### src/rtl/conv_side_sequencer.sv
module conv_side_sequencer #(
  parameter int CW = 33,
  parameter logic [CW-1:0] MIN_CYC = CW'(1600),
  parameter logic [CW-1:0] MAX_CYC = CW'(64'd5000000000),
  parameter logic [CW-1:0] REC_CYC = CW'(5000),
  parameter int DR_TYP_CYC = 1382
) (
  input  logic          clk,
  input  logic          rst,
  input  logic          en,
  input  logic [CW-1:0] period,
  input  logic          dvalid_n,
  output logic          conv,
  output logic          rclk,
  output logic          rdy,
  output logic          rdy_side,
  output logic          err,
  output logic          tmo
);
  localparam int TMO_CYC = 2 * DR_TYP_CYC;
  localparam int WW = $clog2(TMO_CYC + 1);

  typedef enum logic [1:0] {S_IDLE, S_RUN, S_REC} st_t;

  st_t           st;
  logic [CW-1:0] cnt, tgt;
  logic [1:0]    rcnt;
  logic          pend, pend_side;
  logic [WW-1:0] wcnt;

  wire ok     = (period >= MIN_CYC) && (period <= MAX_CYC);
  wire at_end = (cnt == tgt - 1'b1);

  always_ff @(posedge clk) begin
    if (rst) begin
      st <= S_IDLE; cnt <= '0; tgt <= MIN_CYC; rcnt <= '0;
      pend <= 1'b0; pend_side <= 1'b0; wcnt <= '0;
      conv <= 1'b0; rclk <= 1'b0; rdy <= 1'b0; rdy_side <= 1'b0;
      err <= 1'b0; tmo <= 1'b0;
    end else if (!en) begin
      st <= S_IDLE; cnt <= '0; pend <= 1'b0;
      conv <= 1'b0; rclk <= 1'b0; rdy <= 1'b0;
    end else begin
      rclk <= 1'b0;
      rdy  <= 1'b0;
      if (pend) begin
        if (!dvalid_n) begin
          rdy <= 1'b1; rdy_side <= pend_side; rclk <= 1'b1; pend <= 1'b0;
        end else if (wcnt == WW'(TMO_CYC - 1)) begin
          tmo <= 1'b1; pend <= 1'b0;
        end else begin
          wcnt <= wcnt + 1'b1;
        end
      end
      case (st)
        S_IDLE: begin
          cnt <= '0; rcnt <= '0;
          if (ok) begin st <= S_RUN; tgt <= period; end
          else begin err <= 1'b1; st <= S_REC; tgt <= REC_CYC; end
        end
        default: begin
          if (at_end) begin
            cnt  <= '0;
            conv <= ~conv;
            if (st == S_REC && rcnt != 2'd2) begin
              rcnt <= rcnt + 1'b1;
            end else if (ok) begin
              st <= S_RUN; tgt <= period;
              pend <= 1'b1; pend_side <= conv; wcnt <= '0;
            end else begin
              err <= 1'b1; st <= S_REC; rcnt <= '0; tgt <= REC_CYC; pend <= 1'b0;
            end
          end else begin
            cnt <= cnt + 1'b1;
          end
        end
      endcase
    end
  end

  logic          conv_d, seen;
  logic [CW-1:0] gap;
  always_ff @(posedge clk) begin
    if (rst) begin
      conv_d <= 1'b0; seen <= 1'b0; gap <= '0;
    end else begin
      conv_d <= conv;
      if (!en) seen <= 1'b0;
      else if (conv != conv_d) seen <= 1'b1;
      if (conv != conv_d) gap <= CW'(1);
      else if (gap != '1) gap <= gap + 1'b1;
    end
  end


  rclk_one_cycle_chk: assert property (@(posedge clk) disable iff (rst) rclk |=> !rclk);

  rclk_with_rdy_chk: assert property (@(posedge clk) disable iff (rst) rdy |-> rclk);

  rdy_after_valid_chk: assert property (@(posedge clk) disable iff (rst) rdy |-> $past(!dvalid_n));

  err_sticky_chk: assert property (@(posedge clk) disable iff (rst) err |=> err);

  tmo_sticky_chk: assert property (@(posedge clk) disable iff (rst) tmo |=> tmo);

  disable_clears_chk: assert property (@(posedge clk) disable iff (rst) !en |=> (!conv && !rclk && !rdy));

  min_spacing_chk: assert property (@(posedge clk) disable iff (rst) (seen && conv != conv_d) |-> gap >= MIN_CYC);
endmodule

### config.mk
export PLATFORM = sky130hd
export DESIGN_NAME = conv_side_sequencer
export DESIGN_NICKNAME = d
export VERILOG_FILES = /design/src/rtl/conv_side_sequencer.sv
export SDC_FILE = /design/constraint.sdc
export NUM_CORES = 1
export LEC_CHECK = 0
export ABC_AREA = 0
export BUFFER_PORTS_ARGS = -buffer_cell sky130_fd_sc_hd__buf_2
export CAP_MARGIN = 20
export CELL_PAD_IN_SITES_DETAIL_PLACEMENT = 0
export CELL_PAD_IN_SITES_GLOBAL_PLACEMENT = 1
export CORE_AREA = 2 2 107 119
export CTS_CLUSTER_DIAMETER = 80
export DETAILED_ROUTE_END_ITERATION = 12
export DIE_AREA = 0 0 109 121
export PLACE_DENSITY = 0.84
export SYNTH_ARGS = -nofsm -noshare
export SYNTH_HDL_FRONTEND = slang
export SYNTH_SLANG_ARGS = --single-unit
### constraint.sdc
create_clock -name clk -period 4.54 [get_ports clk]
set_input_delay 0 -clock clk [delete_from_list [all_inputs] [get_ports clk]]
set_output_delay 0 -clock clk [all_outputs]
set_load 0.05 [all_outputs]
==> results of run 1 <==
[metrics by stage]
stage	std cells	hold slack (ns)
2_1_floorplan	679	0.139
3_3_place_gp	849	0.270
3_5_place_dp	849	0.277
4_1_cts	897	0.00609
5_1_grt	897	0.0278
6_report	897	0.00954
[synth_stat cells, drive strengths merged, types with 14 or more instances]
cell,count,area [µm²]
nor2,99,372
dfxtp,89,1780
nand2,75,282
nand3,58,290
xnor2,46,403
xor2,40,350
a21oi,38,190
nor3,22,120
clkbuf,20,80.1
nor4,20,138
nand4,19,119
buf,14,108
[path summary, 6_finish.rpt]
| kind | endpoint | cells past startpoint | from | slack [ns] |
|---|---|---|---|---|
| setup / recovery | tgt[18] | 12 | tgt[0] | 0.57 |
| hold / removal | rdy | 3 | dvalid_n | 0.01 |
| setup reg to reg | tgt[18] | 12 | tgt[0] | 0.57 |
| hold reg to reg | err | 2 | err | 0.47 |
[placed cells by master, fill, tap and decap left out, types with 6 or more instances in the layout]
cell type,instances
sky130_fd_sc_hd__nand2b_1,7
sky130_fd_sc_hd__o21ai_0,11
sky130_fd_sc_hd__nor2_1,98
sky130_fd_sc_hd__nor4_1,18
sky130_fd_sc_hd__or3_1,6
sky130_fd_sc_hd__nand2_1,75
sky130_fd_sc_hd__o22ai_1,6
sky130_fd_sc_hd__xnor2_1,46
sky130_fd_sc_hd__nand4_1,19
sky130_fd_sc_hd__a21oi_1,38
sky130_fd_sc_hd__buf_2,42
sky130_fd_sc_hd__a31oi_1,7
sky130_fd_sc_hd__dlygate4sd3_1,32
sky130_fd_sc_hd__clkbuf_16,9
sky130_fd_sc_hd__dfxtp_1,89
sky130_fd_sc_hd__buf_4,8
sky130_fd_sc_hd__nor3_1,20
sky130_fd_sc_hd__nand3_1,58
sky130_fd_sc_hd__and3_1,8
sky130_fd_sc_hd__or4_1,10
sky130_fd_sc_hd__xor2_1,40
sky130_fd_sc_hd__inv_1,12
sky130_fd_sc_hd__nand3b_1,7
[power breakdown]
part           internal (mW)  leakage [nW]  switching, mW
sequential             0.800         0.722         0.0351
combinational          0.118          1.30          0.161
clock                  0.389         0.136          0.321
total                   1.31          2.16          0.517
[what timing repair did]
item | 4_1_cts | 5_1_grt
hold buffers | 32 | 0
gates resized for setup | 0 | 0
endpoints found under the hold margin | 32 | 0
[kinds of logic (layout without fill, tap and decap cells)]
family	after synthesis	in the layout	share of synthesized area
AND/OR/NAND/NOR	353	353	0.333
AO/OA/AOI/OAI	95	95	0.119
flip-flops	89	89	0.339
XOR/XNOR	86	86	0.143
buffers and inverters	46	110	0.0442
multiplexers	6	6	0.0126
adder cells (fa/ha/maj)	4	4	0.00952
[tightest hold or removal path, stage by stage]
cell and delay [ns]:
sky130_fd_sc_hd__buf_2 0.10, sky130_fd_sc_hd__nand3b_1 0.15, sky130_fd_sc_hd__nor2_1 0.06
[per-layer routing]
layer | GRT usage | vias up | routed length (µm)
met5 | 0 | - | 0
met3 | 0.0333 | 16 | 615
li1 | - | 2520 | -
met1 | 0.295 | 2365 | 6620
met2 | 0.365 | 142 | 6590
met4 | 0.0801 | 0 | 259
[final cells by class]
class,count,area [µm²],share of cell area
multi-input cells,544,3250,0.529
clock inverters,5,38.8,0.00632
repair buffers,82,591,0.0962
inverters,12,45.0,0.00734
clock buffers,11,243,0.0395
well taps,154,193,0.0314
flip-flops and latches,89,1780,0.290
[state kept, by name, summed over array words and instances (netlist names)]
name       cells
err            1
rdy_side       1
rdy            1
wcnt          12
pend           1
pend_side      1
tgt           33
st             2
rcnt           2
tmo            1
conv           1
cnt           33
==> results.py, run 1 <==
metrics = {
    "floorplan": {
        "placement_rows": 42,
        "die_w_um": 109,
        "initial_utilization": 0.441,
        "ioPinCount": 43,
        "die_h_um": 121,
        "design.core.area_mm2": 0.0119,
        "die_area_mm2": 0.0132,
    },
    "detailed_routing": {
        "dr.pass1.iters": 5,
        "routedWlPerCell_um": 15.7,
        "first_iter_violations": 301,
        "vias_per_cell": 5.62,
        "post_drt_antenna_nets": 0,
        "drt-total-wl_um": 14100,
        "vias": 5043,
        "drc_errors": 0,
    },
    "placement": {
        "placement.setup.worst_slack_ns": 0.689,
        "hpwl_um": 10500,
        "gp_congestion": 0.997,
        "io_buffers": 42,
        "placed_area_mm2": 0.00554,
    },
    "cts": {
        "cts-root-to-sink-buffers": 2,
        "root_buffer": "sky130_fd_sc_hd__clkbuf_16",
        "tritoncts_clock_tree": "built",
        "insertion_delay_ns": 0.34,
        "cts-buffers-inserted": 9,
        "cts_sinks": 89,
        "clk_transition_reported_paths_ns": 0.07,
        "htreeDepth": 3,
        "post-cts-setup-buffer-count": 0,
    },
    "yosys": {
        "syn_avg_cell_area_um2": 7.74,
        "count_of_flip_flops_with_a_built_in_enable_after_synthesis": 0,
        "netlist-cell-type-count": 60,
        "mappedNetlistNets": 720,
        "yosys_most_used_dff": "sky130_fd_sc_hd__dfxtp_1",
        "synth.ff_latch_count": 89,
        "syn-cell-area_mm2": 0.00526,
        "synthArstFlopShare": 0,
        "post_synth_inst_count": 679,
        "synthesis.yosys.warnings": 0,
        "synth_sequential_area_ratio": 0.339,
    },
    "flow_run": {
        "max-cap-violations": 0,
    },
    "sta": {
        "finalCriticalPeriod_ns": 3.97,
        "max_clock_freq_mhz": 252,
        "fin_tns_setup_ns": 0,
        "worst_pin_slew_ns": 0.870,
        "finClkSkew_ns": 0.00987,
        "timing.slew.headroom": 0.413,
        "rsz0062_at_grt": "no",
        "hold_viol": 0,
        "worst_slack_ns": 0.573,
        "drv_slew": 0,
        "layout_worst_path_cycle_share": 0.874,
        "finalSetupViolations": 0,
    },
    "pwr": {
        "fin_total_pwr_mw": 1.82,
        "p_per_area_mw_per_mm2": 297,
        "max-vdd-ir-drop_uv": 167,
        "cellLeakagePower_nw": 2.16,
    },
    "finish": {
        "design_area_mm2": 0.00614,
        "insertedDiodeCount": 0,
        "final_core_util": 0.515,
        "post_synthesis_to_final_layout_area_growth_pct": 16.7,
        "fillers": 1143,
        "layout.nets": 779,
        "drive_above_1_share": 0.106,
    },
    "global_routing": {
        "grt_max_degree": 44,
        "grt_overflow": 0,
        "grt_first_pass_wirelength_um": 23100,
        "first_global_vias": 4729,
        "antenna_found_initial": 0,
        "grt_util_all_layers": 0.223,
    },
    "setup_path": {
        "critPathKind": "reg2reg",
        "worstPathBufferInverterCount": 2,
        "cp_cell_sequence": "inv_1, ha_1, or3b_2, nor4_1, xnor2_1, o311ai_0, or4_1, or4_4, o31ai_4, buf_4, nand3_1, a21oi_1",
        "cp_top_family": "simple AND/OR/NAND/NOR gates",
        "timing.critical_path.slowest_cell_delay_ns": 0.52,
        "crit_fanout": 33,
        "nature_of_the_critical_path_endpoint": "flop",
        "worstPathArrival_ns": 4.23,
        "worst_setup_path_start_kind": "flop",
        "worstPathRequired_ns": 4.80,
        "critical-path-slowest-cell": "sky130_fd_sc_hd__or4_4",
    },
    "worst_hold_path": {
        "timing.hold.worst.class": "in2reg",
    },
    "outcome": {
        "status": "finished clean",
    },
}
Note: power is estimated with default switching activity, not from simulation.
==> inputs of run 2 (changes only) <==
--- a/config.mk
+++ b/config.mk
@@ -15,6 +15,7 @@
 export DETAILED_ROUTE_END_ITERATION = 12
 export DIE_AREA = 0 0 109 121
 export PLACE_DENSITY = 0.84
+export RECOVER_POWER = 50
 export SYNTH_ARGS = -nofsm -noshare
 export SYNTH_HDL_FRONTEND = slang
 export SYNTH_SLANG_ARGS = --single-unit
==> results.py, run 2 (synthesis results as in run 1) <==
metrics = {
    "sta": {
        "drv_slew": 0,
        "timing.hold.ws_ns": 0.00802,
        "worst_slack_ns": 0.511,
        "finalCriticalPeriod_ns": 4.03,
        "finalSetupViolations": 0,
        "finClkSkew_ns": 0.00985,
        "timing.slew.headroom": 0.439,
        "rsz0062_at_grt": "no",
        "hold_viol": 0,
        "max_clock_freq_mhz": 248,
        "fin_tns_setup_ns": 0,
        "layout_worst_path_cycle_share": 0.887,
        "worst_pin_slew_ns": 0.831,
    },
    "setup_path": {
        "worstPathArrival_ns": 4.29,
        "nature_of_the_critical_path_endpoint": "flop",
        "crit_fanout": 33,
        "worst_setup_path_start_kind": "flop",
        "critPathKind": "reg2reg",
        "worstPathRequired_ns": 4.80,
    },
    "detailed_routing": {
        "post_drt_antenna_nets": 0,
        "vias_per_cell": 5.61,
        "dr.pass1.iters": 5,
        "drt-total-wl_um": 14000,
        "routedWlPerCell_um": 15.7,
        "vias": 5034,
        "drc_errors": 0,
        "first_iter_violations": 281,
    },
    "outcome": {
        "status": "finished clean",
    },
    "finish": {
        "largest_registers": "cnt (33), tgt (33), wcnt (12)",
        "mostFrequentLayoutCell": "sky130_fd_sc_hd__nor2_1",
        "insertedDiodeCount": 0,
        "post_synthesis_to_final_layout_area_growth_pct": 16.5,
        "drive_above_1_share": 0.0969,
        "design_area_mm2": 0.00613,
        "most-common-layout-cells": "sky130_fd_sc_hd__nor2_1, sky130_fd_sc_hd__dfxtp_1, sky130_fd_sc_hd__nand2_1",
        "fillers": 1148,
        "layout.nets": 779,
    },
    "cts": {
        "tritoncts_clock_tree": "built",
        "cts-root-to-sink-buffers": 2,
        "root_buffer": "sky130_fd_sc_hd__clkbuf_16",
        "cts_resized": 0,
        "htreeDepth": 3,
        "insertion_delay_ns": 0.34,
        "clk_transition_reported_paths_ns": 0.07,
        "cts-buffers-inserted": 9,
        "cts_sinks": 89,
        "post-cts-setup-buffer-count": 0,
    },
    "worst_hold_path": {
        "timing.hold.worst.class": "in2reg",
    },
    "pwr": {
        "fin_total_pwr_mw": 1.82,
        "cellLeakagePower_nw": 2.13,
        "p_per_area_mw_per_mm2": 298,
        "max-vdd-ir-drop_uv": 166,
    },
    "placement": {
        "hpwl_um": 10500,
        "placement.setup.worst_slack_ns": 0.689,
        "io_buffers": 42,
        "placed_area_mm2": 0.00554,
        "gp_congestion": 0.997,
    },
    "global_routing": {
        "grt_util_all_layers": 0.223,
        "grt_max_degree": 44,
        "first_global_vias": 4729,
        "grt_overflow": 0,
        "grt_first_pass_wirelength_um": 23100,
        "antenna_found_initial": 0,
    },
    "floorplan": {
        "initial_utilization": 0.441,
        "placement_rows": 42,
        "die_h_um": 121,
        "die_area_mm2": 0.0132,
        "ioPinCount": 43,
        "design.core.area_mm2": 0.0119,
        "die_w_um": 109,
    },
    "flow_run": {
        "max-cap-violations": 0,
    },
}
run 2: worst max-delay path, cell delays in order (launching register included):
cell	delay, ns
sky130_fd_sc_hd__dfxtp_1	0.36
sky130_fd_sc_hd__inv_1	0.07
sky130_fd_sc_hd__ha_1	0.19
sky130_fd_sc_hd__or3b_2	0.50
sky130_fd_sc_hd__nor4_1	0.43
sky130_fd_sc_hd__xnor2_1	0.22
sky130_fd_sc_hd__o311ai_0	0.17
sky130_fd_sc_hd__or4_1	0.50
sky130_fd_sc_hd__or4_1	0.58
sky130_fd_sc_hd__o31ai_4	0.27
sky130_fd_sc_hd__buf_4	0.36
sky130_fd_sc_hd__nand3_1	0.14
sky130_fd_sc_hd__a21oi_1	0.15
run 2: through the flow:
stage	instances	utilization
6_report	897	0.514
5_1_grt	897	0.514
4_1_cts	897	0.515
3_5_place_dp	849	0.464
3_3_place_gp	849	0.464
2_1_floorplan	679	-
run 2: worst paths after layout:
check,startpoint,to,slack [ns],cells after the start
max,tgt[0],tgt[15],0.51,12
min,dvalid_n,rdy,0.008,3
max reg2reg,tgt[0],tgt[15],0.51,12
min reg2reg,tgt[32],tgt[32],0.47,2
run 2: timing repair:
item	CTS	global route
hold buffers	32	0
endpoints found under the setup margin	0	0
hold endpoints to repair	32	0
run 2: layout make-up:
cell class / instances / area [µm²] / area share
clock buffer: 11 / 243 / 0.0396
clock inverter: 5 / 38.8 / 0.00633
timing repair buffer: 82 / 583 / 0.0952
sequential: 89 / 1780 / 0.291
tap: 154 / 193 / 0.0314
multi-input combinational: 544 / 3240 / 0.529
inverter: 12 / 45.0 / 0.00735
run 2: power by group:
| group | leakage (nW) | switching [mW] | total (mW) | internal (mW) |
|---|---|---|---|---|
| Sequential | 0.722 | 0.0349 | 0.835 | 0.800 |
| Clock | 0.136 | 0.322 | 0.711 | 0.389 |
| Combinational | 1.28 | 0.161 | 0.278 | 0.117 |
run 2: routing by layer:
layer	global-route usage	share of wire
met5	0	0
met4	0.0801	0.018
met3	0.0333	0.047
met2	0.365	0.47
met1	0.295	0.47
==> inputs of run 3 (changes only) <==
--- a/config.mk
+++ b/config.mk
@@ -5,15 +5,15 @@
 export SDC_FILE = /design/constraint.sdc
 export NUM_CORES = 1
 export LEC_CHECK = 0
-export ABC_AREA = 0
+export ABC_AREA = 1
 export BUFFER_PORTS_ARGS = -buffer_cell sky130_fd_sc_hd__buf_2
 export CAP_MARGIN = 20
 export CELL_PAD_IN_SITES_DETAIL_PLACEMENT = 0
 export CELL_PAD_IN_SITES_GLOBAL_PLACEMENT = 1
-export CORE_AREA = 2 2 107 119
+export CORE_AREA = 2 2 118 132
 export CTS_CLUSTER_DIAMETER = 80
 export DETAILED_ROUTE_END_ITERATION = 12
-export DIE_AREA = 0 0 109 121
+export DIE_AREA = 0 0 120 134
 export PLACE_DENSITY = 0.84
 export RECOVER_POWER = 50
 export SYNTH_ARGS = -nofsm -noshare
==> results.py, run 3 <==
metrics = {
    "sta": {
        "finClkSkew_ns": 0.0128,
        "fin_tns_setup_ns": 0,
        "rsz0062_at_grt": "no",
        "layout_worst_path_cycle_share": 0.800,
        "worst_slack_ns": 0.908,
        "timing.hold.ws_ns": 0.0251,
        "worst_pin_slew_ns": 1.14,
        "finalSetupViolations": 0,
        "drv_slew": 0,
        "timing.slew.headroom": 0.243,
        "hold_viol": 0,
        "max_clock_freq_mhz": 275,
        "finalCriticalPeriod_ns": 3.63,
    },
    "yosys": {
        "synthArstFlopShare": 0,
        "yosys_most_used_dff": "sky130_fd_sc_hd__dfxtp_1",
        "synth_top_cell_by_area": "sky130_fd_sc_hd__dfxtp_1",
        "synth_sequential_area_ratio": 0.294,
        "synthesis.yosys.warnings": 0,
        "netlist-cell-type-count": 34,
        "synth_top_area_frac": 0.294,
        "adder_cell_share_of_the_synthesized_area": 0.00825,
        "post_synth_inst_count": 1030,
        "syn_avg_cell_area_um2": 5.89,
        "post-synth-top-count-cell": "sky130_fd_sc_hd__nand2_1",
        "combinational_family_with_the_most_area_after_synthesis": "simple AND/OR/NAND/NOR gates",
        "mappedNetlistNets": 1071,
        "area_share_of_xor_xnor_cells_in_the_synthesized_design": 0.0491,
        "netlist_top_cells_count": "sky130_fd_sc_hd__nand2_1, sky130_fd_sc_hd__nor2_1, sky130_fd_sc_hd__inv_1",
        "count_of_flip_flops_with_a_built_in_enable_after_synthesis": 0,
        "synth.ff_latch_count": 89,
        "syn-cell-area_mm2": 0.00607,
        "synth_area_leaders": "sky130_fd_sc_hd__dfxtp_1, sky130_fd_sc_hd__nand2_1, sky130_fd_sc_hd__nor2_1",
        "synth-compound-area-share": 0.0423,
        "mux_cell_area_share_after_synthesis": 0,
        "simple_logic_cell_fraction_of_the_synthesized_area": 0.493,
    },
    "cts": {
        "cts-buffers-inserted": 9,
        "tritoncts_clock_tree": "built",
        "insertion_delay_ns": 0.36,
        "cts-root-to-sink-buffers": 2,
        "cts_resized": 0,
        "htreeDepth": 3,
        "cts_sinks": 89,
        "root_buffer": "sky130_fd_sc_hd__clkbuf_16",
        "clk_transition_reported_paths_ns": 0.07,
    },
    "outcome": {
        "status": "finished clean",
    },
    "setup_path": {
        "timing.critical_path.slowest_cell_delay_ns": 0.60,
        "worst_setup_path_start_kind": "flop",
        "timing.critical_path.mode_cell": "sky130_fd_sc_hd__nand2_1",
        "rr_worst_depth": 17,
        "critPathKind": "reg2reg",
        "worstPathArrival_ns": 3.92,
        "crit_fanout": 38,
        "worstPathRequired_ns": 4.83,
        "cp_cell_sequence": "nor2_1, nand2_1, nor2_1, nand2_1, o21ai_0, nand2_1, nand2_1, nand2_1, nor2_1, nand2_1, nor2_1, nand2_1, nand2_2, nand3_2, nand2_1, nand2_1, nor2_1",
        "nature_of_the_critical_path_endpoint": "flop",
        "critical-path-slowest-cell": "sky130_fd_sc_hd__nor2_1",
    },
    "finish": {
        "post_synthesis_to_final_layout_area_growth_pct": 12.0,
        "largest_registers": "cnt (33), tgt (33), wcnt (12)",
        "drive_above_1_share": 0.0743,
        "layout.nets": 1113,
        "mostFrequentLayoutCell": "sky130_fd_sc_hd__nand2_1",
        "most-common-layout-cells": "sky130_fd_sc_hd__nand2_1, sky130_fd_sc_hd__nor2_1, sky130_fd_sc_hd__inv_1",
        "insertedDiodeCount": 0,
    },
    "global_routing": {
        "grt_max_degree": 39,
        "grt_overflow": 0,
        "grt_first_pass_wirelength_um": 28600,
        "grt_util_all_layers": 0.220,
        "antenna_found_initial": 0,
        "first_global_vias": 5939,
    },
    "pwr": {
        "p_int_mw": 1.40,
        "cellLeakagePower_nw": 3.14,
        "seq_power_share": 0.412,
        "switching_share": 0.330,
        "net-switching-power_mw": 0.687,
        "power.combinational.fraction": 0.211,
        "power_frac_clock": 0.377,
        "max-vdd-ir-drop_uv": 165,
        "p_per_area_mw_per_mm2": 307,
    },
    "placement": {
        "gp_congestion": 0.925,
        "hpwl_um": 13000,
        "io_buffers": 42,
        "placement.setup.worst_slack_ns": 1.33,
    },
    "detailed_routing": {
        "vias_per_cell": 4.85,
        "first_iter_violations": 415,
        "routedWlPerCell_um": 13.1,
        "dr.pass1.iters": 6,
        "drt-total-wl_um": 16600,
        "post_drt_antenna_nets": 0,
        "vias": 6171,
        "drc_errors": 0,
    },
    "floorplan": {
        "initial_utilization": 0.411,
        "die_area_mm2": 0.0161,
        "ioPinCount": 43,
        "placement_rows": 47,
        "design.core.area_mm2": 0.0148,
        "die_w_um": 120,
        "die_h_um": 134,
    },
    "flow_run": {
        "max-cap-violations": 0,
    },
    "worst_hold_path": {
        "worst_hold_path.num_cells": 5,
        "timing.hold.worst.class": "in2reg",
    },
}
run 3: per-layer routing:
layer	vias to the layer above	track usage	share of wire
met5	-	0	0
met4	0	0.0745	0.022
met3	21	0.0302	0.036
met2	111	0.355	0.45
met1	2712	0.301	0.50
li1	3327	-	-
run 3: metrics by stage:
| step | power, mW | util | cells | cell area (µm²) |
|---|---|---|---|---|
| after floorplan | 1.19 | - | 1030 | 6070 |
| after global placement | 1.31 | 0.435 | 1248 | 6420 |
| after detailed placement | 1.31 | 0.435 | 1248 | 6420 |
| after CTS | 2.11 | 0.462 | 1273 | 6820 |
| after global routing | 2.21 | 0.460 | 1273 | 6800 |
| final | 2.08 | 0.460 | 1273 | 6800 |
run 3: timing repair:
item                                    CTS  global route
hold buffers                              9             0
endpoints found under the setup margin    0             0
buffers inserted                          0             0
endpoints found under the hold margin    14             0
run 3: cell families (layout without fill, tap and decap cells):
logic type,Yosys count,count (layout)
flip-flops,89,89
buffers and inverters,172,219
AND/OR/NAND/NOR,683,683
adder cells (fa/ha/maj),4,4
XOR/XNOR,34,34
AO/OA/AOI/OAI,48,48
run 3: critical path, delay by kind of cell (launching register included):
| kind | cells | cell delay [ns] |
|---|---|---|
| and+or+nand+nor | 16 | 2.92 |
| DFF | 1 | 0.35 |
| AOI/OAI and AO/OA | 1 | 0.28 |
run 3: worst paths after layout:
path	from	endpoint	slack (ns)
setup / recovery	tgt[3]	tgt[31]	0.91
setup reg to reg	tgt[3]	tgt[31]	0.91
hold / removal	period[15]	tgt[15]	0.03
hold reg to reg	pend_side	rdy_side	0.46
run 3: final cells by class:
type	count	area (µm²)
fillers	1631	7970
multi-input cells	769	3590
flip-flops and latches	89	1780
inverters	148	556
repair buffers	55	315
well taps	196	245
clock buffers	9	225
clock inverters	7	83.8
run 3: power groups by stage:
stage	sequential (mW)	combinational (mW)	clock, mW
4_1_cts	0.857	0.441	0.813
5_1_grt	0.862	0.510	0.838
2_1_floorplan	0.863	0.331	0
3_3_place_gp	0.875	0.431	0
3_5_place_dp	0.876	0.432	0
6_report	0.858	0.440	0.786
